===== src/rtl/ich_pkg.sv =====
package ich_pkg;
  localparam logic [2:0] MODE_TC   = 3'd0;
  localparam logic [2:0] MODE_RATE = 3'd2;
  localparam logic [2:0] MODE_SQR  = 3'd3;
  localparam logic [1:0] ACC_LATCH = 2'd0;
  localparam logic [1:0] ACC_WORD  = 2'd3;

  function automatic logic mode_ok(input logic [2:0] m);
    return (m == MODE_TC) || (m == MODE_RATE) || (m == MODE_SQR);
  endfunction
endpackage


===== src/rtl/ich_ctrl_dec.sv =====
module ich_ctrl_dec
  import ich_pkg::*;
#(
  parameter int BYTE_W = 8
) (
  input  logic              clk,
  input  logic              rst_n,
  input  logic              ctrl_wr,
  input  logic [BYTE_W-1:0] ctrl_byte,
  output logic              latch_cmd,
  output logic [2:0]        mode_q
);
  logic [1:0] acc;
  logic [2:0] mfield;
  logic       mode_ld;
  logic [2:0] mode_d;

  assign acc       = ctrl_byte[5:4];
  assign mfield    = ctrl_byte[3:1];
  assign latch_cmd = ctrl_wr && (acc == ACC_LATCH);
  assign mode_ld   = ctrl_wr && (acc == ACC_WORD) && !ctrl_byte[0] && mode_ok(mfield);

  always_comb begin
    mode_d = mode_q;
    if (mode_ld) mode_d = mfield;
  end

  always_ff @(posedge clk or negedge rst_n) begin
    if (!rst_n) mode_q <= MODE_TC;
    else        mode_q <= mode_d;
  end

  assert_mode_legal_R10: assert property (@(posedge clk) disable iff (!rst_n)
    mode_ok(mode_q));
  assert_bad_word_ignored_R10: assert property (@(posedge clk) disable iff (!rst_n)
    (ctrl_wr && acc != ACC_LATCH && (ctrl_byte[0] || !mode_ok(mfield))) |=> $stable(mode_q));
endmodule


===== src/rtl/ich_core.sv =====
module ich_core
  import ich_pkg::*;
#(
  parameter int BYTE_W = 8
) (
  input  logic                clk,
  input  logic                rst_n,
  input  logic                tick,
  input  logic                wr_en,
  input  logic [BYTE_W-1:0]   wr_data,
  input  logic [2:0]          mode,
  output logic [2*BYTE_W-1:0] cnt_q,
  output logic                out_q
);
  localparam int CNT_W = 2 * BYTE_W;

  logic [CNT_W-1:0] cnt_d, per_q, per_d, full, nxt, per_even;
  logic             run_q, run_d, out_d, wptr_q, wptr_d;

  assign full     = {wr_data, cnt_q[BYTE_W-1:0]};
  assign per_even = {per_q[CNT_W-1:1], 1'b0};

  always_comb begin
    cnt_d  = cnt_q;
    per_d  = per_q;
    run_d  = run_q;
    out_d  = out_q;
    wptr_d = wptr_q;
    nxt    = cnt_q;
    if (wr_en) begin
      if (!wptr_q) begin
        cnt_d[BYTE_W-1:0] = wr_data;
        run_d  = 1'b0;
        out_d  = 1'b0;
        wptr_d = 1'b1;
      end else begin
        cnt_d  = full;
        per_d  = full;
        run_d  = (full != '0);
        out_d  = (mode != MODE_TC) && (full != '0);
        wptr_d = 1'b0;
      end
    end else if (tick && run_q) begin
      unique case (mode)
        MODE_RATE: begin
          nxt   = (cnt_q == CNT_W'(1)) ? per_q : cnt_q - CNT_W'(1);
          cnt_d = nxt;
          out_d = (nxt != CNT_W'(1));
        end
        MODE_SQR: begin
          if (cnt_q <= CNT_W'(2)) begin
            cnt_d = per_even;
            out_d = !out_q;
          end else begin
            cnt_d = cnt_q - CNT_W'(2);
          end
        end
        default: begin
          cnt_d = cnt_q - CNT_W'(1);
          if (cnt_q == CNT_W'(1)) begin
            out_d = 1'b1;
            run_d = 1'b0;
          end
        end
      endcase
    end
  end

  always_ff @(posedge clk or negedge rst_n) begin
    if (!rst_n) begin
      cnt_q  <= '0;
      per_q  <= '0;
      run_q  <= 1'b0;
      out_q  <= 1'b0;
      wptr_q <= 1'b0;
    end else begin
      cnt_q  <= cnt_d;
      per_q  <= per_d;
      run_q  <= run_d;
      out_q  <= out_d;
      wptr_q <= wptr_d;
    end
  end

  assert_low_write_halts_R2: assert property (@(posedge clk) disable iff (!rst_n)
    (wr_en && !wptr_q) |=> (!out_q && !run_q && wptr_q));
  assert_zero_load_idle_R3: assert property (@(posedge clk) disable iff (!rst_n)
    (wr_en && wptr_q && full == '0) |=> !run_q);
  assert_tc_holds_R7: assert property (@(posedge clk) disable iff (!rst_n)
    (mode == MODE_TC && out_q && !wr_en && !tick) |=> out_q);
  assert_rate_dip_R8: assert property (@(posedge clk) disable iff (!rst_n)
    (mode == MODE_RATE && run_q && tick && !wr_en && cnt_q == CNT_W'(2)) |=> !out_q);
  assert_sqr_toggle_R9: assert property (@(posedge clk) disable iff (!rst_n)
    (mode == MODE_SQR && run_q && tick && !wr_en && cnt_q <= CNT_W'(2)) |=> (out_q != $past(out_q)));
  assert_idle_still_R11: assert property (@(posedge clk) disable iff (!rst_n)
    (!run_q && !wr_en) |=> $stable(cnt_q));
endmodule


===== src/rtl/ich_snap.sv =====
module ich_snap #(
  parameter int BYTE_W = 8
) (
  input  logic                clk,
  input  logic                rst_n,
  input  logic                latch_cmd,
  input  logic                rd_en,
  input  logic [2*BYTE_W-1:0] live,
  output logic [BYTE_W-1:0]   rd_data
);
  localparam int CNT_W = 2 * BYTE_W;

  logic [CNT_W-1:0] hold_q, hold_d, src;
  logic             pend_q, pend_d, rptr_q, rptr_d;

  always_comb begin
    hold_d = hold_q;
    pend_d = pend_q;
    rptr_d = rptr_q;
    if (latch_cmd && !pend_q) begin
      hold_d = live;
      pend_d = 1'b1;
      rptr_d = 1'b0;
    end else if (rd_en) begin
      rptr_d = !rptr_q;
      if (rptr_q) pend_d = 1'b0;
    end
  end

  assign src     = pend_q ? hold_q : live;
  assign rd_data = rptr_q ? src[CNT_W-1:BYTE_W] : src[BYTE_W-1:0];

  always_ff @(posedge clk or negedge rst_n) begin
    if (!rst_n) begin
      hold_q <= '0;
      pend_q <= 1'b0;
      rptr_q <= 1'b0;
    end else begin
      hold_q <= hold_d;
      pend_q <= pend_d;
      rptr_q <= rptr_d;
    end
  end

  assert_snapshot_frozen_R4: assert property (@(posedge clk) disable iff (!rst_n)
    pend_q |=> $stable(hold_q));
  assert_high_read_frees_R5: assert property (@(posedge clk) disable iff (!rst_n)
    (pend_q && rd_en && rptr_q && !latch_cmd) |=> !pend_q);
endmodule


===== src/rtl/interval_channel.sv =====
module interval_channel #(
  parameter int BYTE_W = 8
) (
  input  logic              clk,
  input  logic              rst_n,
  input  logic              tick,
  input  logic              ctrl_wr,
  input  logic [BYTE_W-1:0] ctrl_byte,
  input  logic              data_wr,
  input  logic [BYTE_W-1:0] data_in,
  input  logic              data_rd,
  output logic [BYTE_W-1:0] data_out,
  output logic              tmr_out
);
  localparam int CNT_W = 2 * BYTE_W;

  logic             latch_cmd;
  logic [2:0]       mode;
  logic [CNT_W-1:0] cnt;

  ich_ctrl_dec #(.BYTE_W(BYTE_W)) u_dec (
    .clk(clk), .rst_n(rst_n), .ctrl_wr(ctrl_wr), .ctrl_byte(ctrl_byte),
    .latch_cmd(latch_cmd), .mode_q(mode)
  );

  ich_core #(.BYTE_W(BYTE_W)) u_core (
    .clk(clk), .rst_n(rst_n), .tick(tick), .wr_en(data_wr), .wr_data(data_in),
    .mode(mode), .cnt_q(cnt), .out_q(tmr_out)
  );

  ich_snap #(.BYTE_W(BYTE_W)) u_snap (
    .clk(clk), .rst_n(rst_n), .latch_cmd(latch_cmd), .rd_en(data_rd),
    .live(cnt), .rd_data(data_out)
  );
endmodule


===== config.mk =====
export PLATFORM = sky130hd
export DESIGN_NAME = interval_channel
export DESIGN_NICKNAME = d
export VERILOG_FILES = /design/src/rtl/ich_pkg.sv /design/src/rtl/ich_ctrl_dec.sv /design/src/rtl/ich_core.sv /design/src/rtl/ich_snap.sv /design/src/rtl/interval_channel.sv
export SDC_FILE = /design/constraint.sdc
export NUM_CORES = 1
export LEC_CHECK = 0
export CORE_MARGIN = 2
export CORE_UTILIZATION = 45
export DETAILED_ROUTE_END_ITERATION = 10
export PLACE_DENSITY = 0.66
export SETUP_SLACK_MARGIN = 0.15
export SYNTH_ARGS = -nofsm -noshare
export SYNTH_HDL_FRONTEND = slang
export SYNTH_HIERARCHICAL = 1
export SYNTH_SLANG_ARGS = --single-unit

===== constraint.sdc =====
create_clock -name clk -period 2.8 [get_ports clk]
set_clock_uncertainty 0.05 [all_clocks]
set_input_delay 0.84 -clock clk [delete_from_list [all_inputs] [get_ports clk]]
set_output_delay 0.84 -clock clk [all_outputs]
set_load 0.01 [all_outputs]

# After elaboration in Yosys (flattened, before gate mapping)
# Index checks and enable logic that the tools add are counted.
dict set report op_classes {
  addsub 2
  multipliers 0
  div 0
  n_lt_le_gt_ge 1
  n_eq_ne 11
  shift 0
  n_mux 26
  n_bitwise 0
  n_reduce_logical 29
}
# operator n
set ops {}
lappend ops {{16-bit two-way mux} 5}
lappend ops {{16-bit one-hot mux with 2 select lines} 1}
lappend ops {{8-bit two-way mux} 3}
lappend ops {{16-bit by 1-bit == test with 1-bit output, second input constant} 1}
lappend ops {{16-bit by 2-bit less-or-equal comparator with 1-bit output, second input constant} 1}
lappend ops {{1-bit two-way mux} 16}
lappend ops {{16-bit by 1-bit != test with 1-bit output, second input constant} 1}
lappend ops {{16-bit nonzero test} 1}
lappend ops {{16-bit by 1-bit subtractor with 16-bit output, second input constant} 1}
lappend ops {{16-bit by 2-bit subtractor with 16-bit output, second input constant} 1}
lappend ops {{3-bit by 2-bit == test with 1-bit output, second input constant} 4}
lappend ops {{2-bit AND reduction} 4}
lappend ops {{2-bit nonzero test} 4}
lappend ops {{1-bit logical AND} 7}
lappend ops {{3-bit AND reduction} 2}
lappend ops {{1-bit zero test} 4}
lappend ops {{2-bit by 1-bit != test with 1-bit output, second input constant} 2}
lappend ops {{4-bit nonzero test} 1}
lappend ops {{3-bit zero test} 1}
lappend ops {{3-bit by 2-bit != test with 1-bit output, second input constant} 1}
lappend ops {{3-bit nonzero test} 1}
lappend ops {{2-bit == test, second input constant} 1}
lappend ops {{2-bit zero test} 1}
lappend ops {{1-bit logical OR} 2}
lappend ops {{3 further kinds} 3}
dict set report word_totals {
  ff_bits 56
  latch_bits 0
  mem_bits_rw 0
  romBits 0
  inputBits 22
  out_inout_bits 9
  wordCells 79
  n_memories 0
}

# Longest topological paths before layout
# Gate-level depths: netlist of run 1.
dict set report logic_depth {
  ltp_word 6
  depth_mapped 10
  depth_no_buf 8
}

# Cells and area by module
# Netlist of run 1, hierarchy kept.
# module n_inst cells_per_inst area_per_inst_um2 seq_area_each_um2
set by_module_without_submodules {}
lappend by_module_without_submodules {ich_core 1 369 3026.7 875.8}
lappend by_module_without_submodules {ich_snap 1 51 942.2 450.4}
lappend by_module_without_submodules {ich_ctrl_dec 1 11 136.4 75.1}

# Worst setup path before layout of run 1
# Ideal clock, no wire load.
dict set report synth_timing {
  path_type {register to register}
  startpoint {reg u_core.cnt_q[1]}
  endpoint {reg u_core.cnt_q[14]}
  setup_time_ns 0.126
  arrival_time_ns 2.402
  t_required_ns 2.624
  path_slack_ns 0.222
  stages_incl_launch_ff 10
  path_buffers 2
  synth_period_minus_slack_ns 2.578
  cell_sequence {dfrtp_1 inv_1 ha_1 or4b_1 or4_4 buf_6 buf_6 a21oi_1 nor2_1 o32a_1}
}
dict set report synth_between {
  elab_chain_cells 5
  elab_cells_between_ends 9
  classes_between {add/sub: 2; order compare: 1; eq/ne: 1; mux: 5}
}
# element line_no
set synth_rtl {}
lappend synth_rtl {{start: declaration} ich_core.sv:12} ;# output logic [2*BYTE_W-1:0] cnt_q,
lappend synth_rtl {{start signal: assignment} ich_core.sv:77} ;# cnt_q <= cnt_d;
lappend synth_rtl {{16-bit by 2-bit subtractor with 16-bit output, or another cell as far along} ich_core.sv:55} ;# cnt_d = cnt_q - CNT_W'(2);
lappend synth_rtl {{16-bit two-way mux (on tied branches)} {ich_core.sv:51, ich_core.sv:46}}
lappend synth_rtl {{16-bit one-hot mux with 2 select lines *} ich_core.sv:44} ;# unique case (mode)
lappend synth_rtl {{16-bit two-way mux *} ich_core.sv:43} ;# end else if (tick && run_q) begin
lappend synth_rtl {{16-bit two-way mux *} ich_core.sv:30} ;# if (wr_en) begin
# Mark *: on every way between the ends. The rest lies on a longest branch, timed or not. The select of a mux whose other input is x is not followed.
# A chain may end at the register's enable or synchronous reset.

# Worst setup path after layout of run 1
dict set report layout_timing {
  startpoint {reg u_core.cnt_q[5]}
  endpoint {out data_out[5]}
}
dict set report layout_between {
  elab_chain_cells 2
}
# element line_no
set layout_rtl {}
lappend layout_rtl {{16-bit two-way mux} ich_snap.sv:30} ;# assign src = pend_q ? hold_q : live;
lappend layout_rtl {{8-bit two-way mux} ich_snap.sv:31} ;# assign rd_data = rptr_q ? src[CNT_W-1:BYTE_W] : src[BYTE_W-1:0];
lappend layout_rtl {{end: declaration} interval_channel.sv:12} ;# output logic [BYTE_W-1:0] data_out,
# No other way between the ends.

==> qor.yml, run 1 <==
global_route:
  grt_max_degree: 34
  antenna_found_initial: 0
  grt_pass1_wl_um: 21000
  grt_pass1_vias: 3825
  grtUsageTotal: 0.273
  grt_overflow_total: 0
floorplanning:
  core_um2: 8760
  die_w_um: 99.5
  rows: 34
  io_pins: 31
  initial_core_util: 0.468
  die_y_um: 99.5
  dieArea_um2: 9900
worst_setup_path:
  r2r-start: "u_core/cnt_q[12]"
  critPathMaxFanout: 11
  crit_type: "flop to primary output"
  reg2reg_depth: 7
  r2r_slack_ns: 0.20
  regToRegEndpoint: "u_core/cnt_q[11]"
  cp-end-kind: "primary output"
  cp-start-kind: "flop"
  cp.required_ns: 1.91
  crit_arrival_ns: 1.71
synth:
  avgSynthCellArea_um2: 9.52
  synth_edf_count: 0
  netlist.area_leader.share: 0.341
  ys_types: 70
  async_flop_share: 1.00
  ys_top_cells_by_area: "dfrtp_1 (34%), mux2_2 (6.0%), o21ai_0 (3.4%)"
  netlist_instances: 431
  synth_area_um2: 4110
  ys_seq_area_frac: 0.341
  ys.warnings.count: 6
  yosys.area.top_type: "dfrtp_1"
  syn_nets: 458
  ys.flop_type: "dfrtp_1"
  ys_ff_latch: 56
sta:
  whs_ns: 0.465
  final_hold_viol_count: 0
  max_freq_mhz: 384
  max_slew_margin: 0.609
  post-route-period-util: 0.929
  rsz0062_at_grt: "true"
  final_max_slew_viol_count: 0
  period_needed_ns: 2.60
  tns_ns: 0
  max_slew.worst_pin.slew_ns: 0.579
  setup_viol_count_final: 0
drt:
  wl_um: 13200
  vias_per_cell: 6.47
  dr_total_vias: 3897
  detail-route-antenna-nets: 0
  detail_route.wl_per_cell_um: 21.9
  drc: 0
  drt_iter0_drc: 451
  drt_pre_antenna_iters: 6
pwr:
  peakVddDrop_mv: 0.455
  finalPower_mw: 5.18
  p_leak_nw: 1.99
  p_per_area_nw_per_um2: 1060
placement:
  hpwl_um: 9510
  io_buffers: 28
  place_congestion: 1.03
  placed_area_um2: 4750
clocking:
  path_clk_slew_ns: 0.11
  cts_tree: "built"
  cts.root.buffer_cell: "clkbuf_8"
  ctsHoldBuffers: 0
  cts-htree-levels: 2
  numCtsBuffers: 5
  clkSinkCount: 56
  insertion_delay_ns: 0.33
  cts.path.max_buffers: 2
cells_and_area:
  nNetsFinal: 520
  antennaDiodeCount: 0
  drive_gt1_frac: 0.267
  final_area_um2: 4890
  syn2layout_area_growth_pct: 19.2
  fin_util: 0.558
min_path:
  hp-class: "input pin to async pin"
run:
  cap_violations: 0
status:
  status: "finished clean"
[cells by family after synthesis]
kind of cell	after synthesis	synth area share
flip-flops	56	0.341
AND/OR/NAND/NOR	154	0.212
AO/OA/AOI/OAI	110	0.178
multiplexers	43	0.150
buffers and inverters	40	0.0555
adder cells (fa/ha/maj)	5	0.0152
XOR/XNOR	23	0.0491
[registers in the layout (all words and copies together), names as in the netlist]
register,cells
u_core/cnt_q,16
u_core/per_q,16
u_snap/hold_q,16
u_dec/mode_q,3
u_core/out_q,1
u_core/run_q,1
u_core/wptr_q,1
u_snap/pend_q,1
u_snap/rptr_q,1
[what timing repair did]
action	in CTS	in global routing
gates resized for setup	12	18
endpoints found under the setup margin	10	22
gates cloned	1	0
buffers inserted	3	1
pin swaps	2	3
endpoints found under the hold margin	0	0
[how the worst max path moves through the flow]
stage                       endpoint  cells after the start              from
global route            u_core/out_q                      9   u_core/cnt_q[0]
global placement        u_core/out_q                      6        data_in[1]
CTS                      data_out[7]                      3  u_core/cnt_q[15]
finish                   data_out[5]                      3   u_core/cnt_q[5]
floorplan           u_core/cnt_q[14]                      9   u_core/cnt_q[1]
detailed placement      u_core/out_q                      7           data_wr
[per-layer routing]
layer  track usage  share of wire  vias to the layer above
met5             0              0                        -
met4         0.119          0.038                        0
met3        0.0590           0.10                       42
met2         0.412           0.44                      241
met1         0.380           0.42                     1865
li1              -              -                     1749
[power by group]
group	switching (mW)	internal (mW)	leakage (nW)
combinational	1.68	1.50	1.27
sequential	0.335	1.19	0.665
clock	0.289	0.183	0.0487
total	2.31	2.87	1.99
[cells in the mapped netlist (3+ instances only)]
| cell | n |
|---|---|
| dfrtp_1 | 56 |
| nor2_1 | 34 |
| nand2_1 | 32 |
| o21ai_0 | 28 |
| mux2_2 | 22 |
| a21oi_1 | 21 |
| nor3_1 | 18 |
| xnor2_1 | 15 |
| clkbuf_1 | 14 |
| nand3_1 | 10 |
| nor4_1 | 10 |
| mux2_4 | 9 |
| a31oi_1 | 8 |
| inv_1 | 8 |
| xor2_1 | 8 |
| a211oi_1 | 7 |
| buf_2 | 7 |
| buf_6 | 7 |
| nand4_1 | 7 |
| nor2b_1 | 6 |
| or3_1 | 6 |
| ha_1 | 5 |
| mux4_2 | 5 |
| o211ai_1 | 5 |
| a221oi_1 | 4 |
| mux2i_1 | 4 |
| nor3b_1 | 4 |
| nor4b_1 | 4 |
| a2bb2oi_1 | 3 |
| buf_1 | 3 |
| mux4_1 | 3 |
| o22ai_1 | 3 |
| o31ai_1 | 3 |
| or4_4 | 3 |
[stage by stage]
step | setup slack [ns] | std cells
5_1_grt | 0.0767 | 602
4_1_cts | 0.000829 | 601
3_3_place_gp | 0.125 | 589
2_1_floorplan | 0.222 | 431
3_5_place_dp | 0.0905 | 589
6_report | 0.198 | 602
[cell type report]
cell class                      count  area, um2
Inverter                            8       30.0
Timing Repair Buffer               86        723
Clock buffer                        5       68.8
Fill cell                         809       3870
Clock inverter                      3       26.3
Tap cell                          108        135
Multi-Input combinational cell    336       2510
Sequential cell                    56       1400
[worst max-delay path, cell delays in order, from the launching register on]
cell and delay, ns:
dfrtp_1 0.41, buf_4 0.21, mux4_2 0.47, dlygate4sd2_1 0.29
[cell usage in the layout (no fill, tap or decap), types with 5 or more instances in the layout]
cell,instances
nand3_1,10
nor2b_1,6
o21ai_0,25
xor2_1,8
nand2_1,32
mux2_2,22
mux2_4,9
buf_4,54
clkbuf_8,5
a31oi_1,8
mux4_2,5
a211oi_1,7
clkdlybuf4s50_1,19
or3_1,6
nor4_1,10
nand4_1,7
inv_1,7
or4_4,5
o211ai_1,5
a21oi_1,21
xnor2_1,15
nor2_1,33
nor3_1,18
dfrtp_1,55
Note: power is estimated with default switching activity, not from simulation.
==> run 2, diff against run 1 <==
--- a/config.mk
+++ b/config.mk
@@ -6,9 +6,10 @@
 export NUM_CORES = 1
 export LEC_CHECK = 0
 export CORE_MARGIN = 2
-export CORE_UTILIZATION = 45
+export CORE_UTILIZATION = 35
 export DETAILED_ROUTE_END_ITERATION = 10
-export PLACE_DENSITY = 0.66
+export HOLD_SLACK_MARGIN = 0.05
+export PLACE_DENSITY = 0.54
 export SETUP_SLACK_MARGIN = 0.15
 export SYNTH_ARGS = -nofsm -noshare
 export SYNTH_HDL_FRONTEND = slang
==> qor.yml, run 2 (synthesis results as in run 1) <==
status:
  status: "finished clean"
cells_and_area:
  antennaDiodeCount: 0  # unchanged
  syn2layout_area_growth_pct: 23.3
  final_cell_mix: "buf_4 (58), dfrtp_1 (55), nor2_1 (34)"
  reg_top3: "u_core/cnt_q: 16 flops, u_core/per_q: 16 flops, u_snap/hold_q: 16 flops"
  instances_no_fill: 640  # +6.3%
  nNetsFinal: 523  # +0.58%
  drive_gt1_frac: 0.268  # +0.000399
  final_common_cell: "buf_4"
global_route:
  grt_max_degree: 57  # +68%
  grt_overflow_total: 0  # unchanged
  grtUsageTotal: 0.222  # -0.0514
  grt_pass1_vias: 3902  # +2.0%
  grt_pass1_wl_um: 22000  # +4.7%
  antenna_found_initial: 0  # unchanged
drt:
  detail_route.wl_per_cell_um: 21.2  # -3.0%
  detail-route-antenna-nets: 0  # unchanged
  drt_iter0_drc: 374  # -17%
  drc: 0  # unchanged
  vias_per_cell: 6.16  # -4.9%
  wl_um: 13600  # +3.1%
  dr_total_vias: 3941  # +1.1%
  drt_pre_antenna_iters: 5  # -1
worst_setup_path:
  cp-end-kind: "flop"
  cp.required_ns: 2.92  # +1.01 ns
  crit_type: "flop to flop"
  crit_arrival_ns: 2.71  # +1.00 ns
  cp-start-kind: "flop"
  critPathMaxFanout: 7  # -4
floorplanning:
  initial_core_util: 0.360  # -0.109
  io_pins: 31  # unchanged
  rows: 39  # +15%
  core_um2: 11400  # +30%
  die_w_um: 112  # +13%
  dieArea_um2: 12600  # +27%
  die_y_um: 112  # +13%
sta:
  whs_ns: 0.452  # -0.0133 ns
  rsz0062_at_grt: "true"
  period_needed_ns: 2.59  # -0.0120 ns
  final_hold_viol_count: 0  # unchanged
  setup_viol_count_final: 0  # unchanged
  max_freq_mhz: 386  # +0.46%
  max_slew.worst_pin.slew_ns: 0.714  # +0.135 ns
  max_slew_margin: 0.524  # -0.0845
  tns_ns: 0  # unchanged
  final_max_slew_viol_count: 0  # unchanged
  post-route-period-util: 0.925  # -0.00429
clocking:
  cts_tree: "built"
  path_clk_slew_ns: 0.07  # -0.04 ns
  cts.path.max_buffers: 2  # unchanged
  numCtsBuffers: 5  # unchanged
  cts-htree-levels: 2  # unchanged
  cts.root.buffer_cell: "clkbuf_16"
  ctsHoldBuffers: 0  # unchanged
  insertion_delay_ns: 0.30  # -0.03 ns
  clkSinkCount: 56  # unchanged
min_path:
  hp-class: "flop to flop"
pwr:
  p_per_area_nw_per_um2: 1080  # +1.6%
  finalPower_mw: 5.45  # +5.1%
  p_leak_nw: 2.04  # +2.7%
  peakVddDrop_mv: 0.641  # +41%
placement:
  io_buffers: 28  # unchanged
  place_congestion: 0.977  # -5.3%
  hpwl_um: 9890  # +4.0%
  dp_cells: 625  # +6.1%
run:
  cap_violations: 0  # unchanged
## run 2: path summary, 6_finish.rpt
path	start	end	slack (ns)	cells past startpoint
setup / recovery	u_core/cnt_q[1]	u_core/cnt_q[5]	0.21	9
hold / removal	u_snap/hold_q[7]	u_snap/hold_q[7]	0.45	1
setup reg to reg	u_core/cnt_q[1]	u_core/cnt_q[5]	0.21	9
hold reg to reg	u_snap/hold_q[7]	u_snap/hold_q[7]	0.45	1
max in group asynchronous	rst_n	u_core/cnt_q[0]	1.94	2
min in group asynchronous	rst_n	u_snap/hold_q[1]	0.48	2
## run 2: per-stage QoR
stage               cell area (um2)  utilization  setup slack (ns)
finish                         5060        0.443             0.210
global route                   5060        0.443            0.0943
CTS                            5010        0.439             0.160
detailed placement             4790        0.419            0.0862
global placement               4790        0.419             0.101
floorplan                      4110            -             0.222
## run 2: area by class of cell
cell class | instances | area (um2)
Clock buffer | 6 | 129
Clock inverter | 2 | 35.0
Fill cell | 1147 | 6360
Inverter | 8 | 30.0
Multi-Input combinational cell | 335 | 2520
Sequential cell | 56 | 1400
Tap cell | 143 | 179
Timing Repair Buffer | 90 | 763
## run 2: worst max-delay path: stages (launching register included)
cell and delay, ns:
dfrtp_1 0.39, inv_2 0.10, ha_4 0.15, or4b_4 0.47, or4_4 0.52, buf_12 0.17, nor3_2 0.09, a21oi_1 0.06
a2bb2oi_1 0.13, a221o_1 0.33
## run 2: power breakdown
| part | internal [mW] | total, mW | leakage (nW) | switching (mW) |
|---|---|---|---|---|
| logic | 1.51 | 3.15 | 1.29 | 1.64 |
| clock network | 0.422 | 0.721 | 0.0808 | 0.299 |
| registers | 1.19 | 1.58 | 0.665 | 0.385 |
| total | 3.12 | 5.45 | 2.04 | 2.33 |
## run 2: per-layer routing
metal  wire, um  up-vias  GRT usage
met5          0        -          0
met4        386        0     0.0748
met3       1220       40     0.0513
met2       5860      211      0.333
met1       6120     1935      0.316
li1           -     1755          -
## run 2: timing repair
item	CTS	global route
cloned	0	0
pin swaps	1	3
gates resized for setup	13	10
endpoints found under the setup margin	10	10
setup buffers	6	1
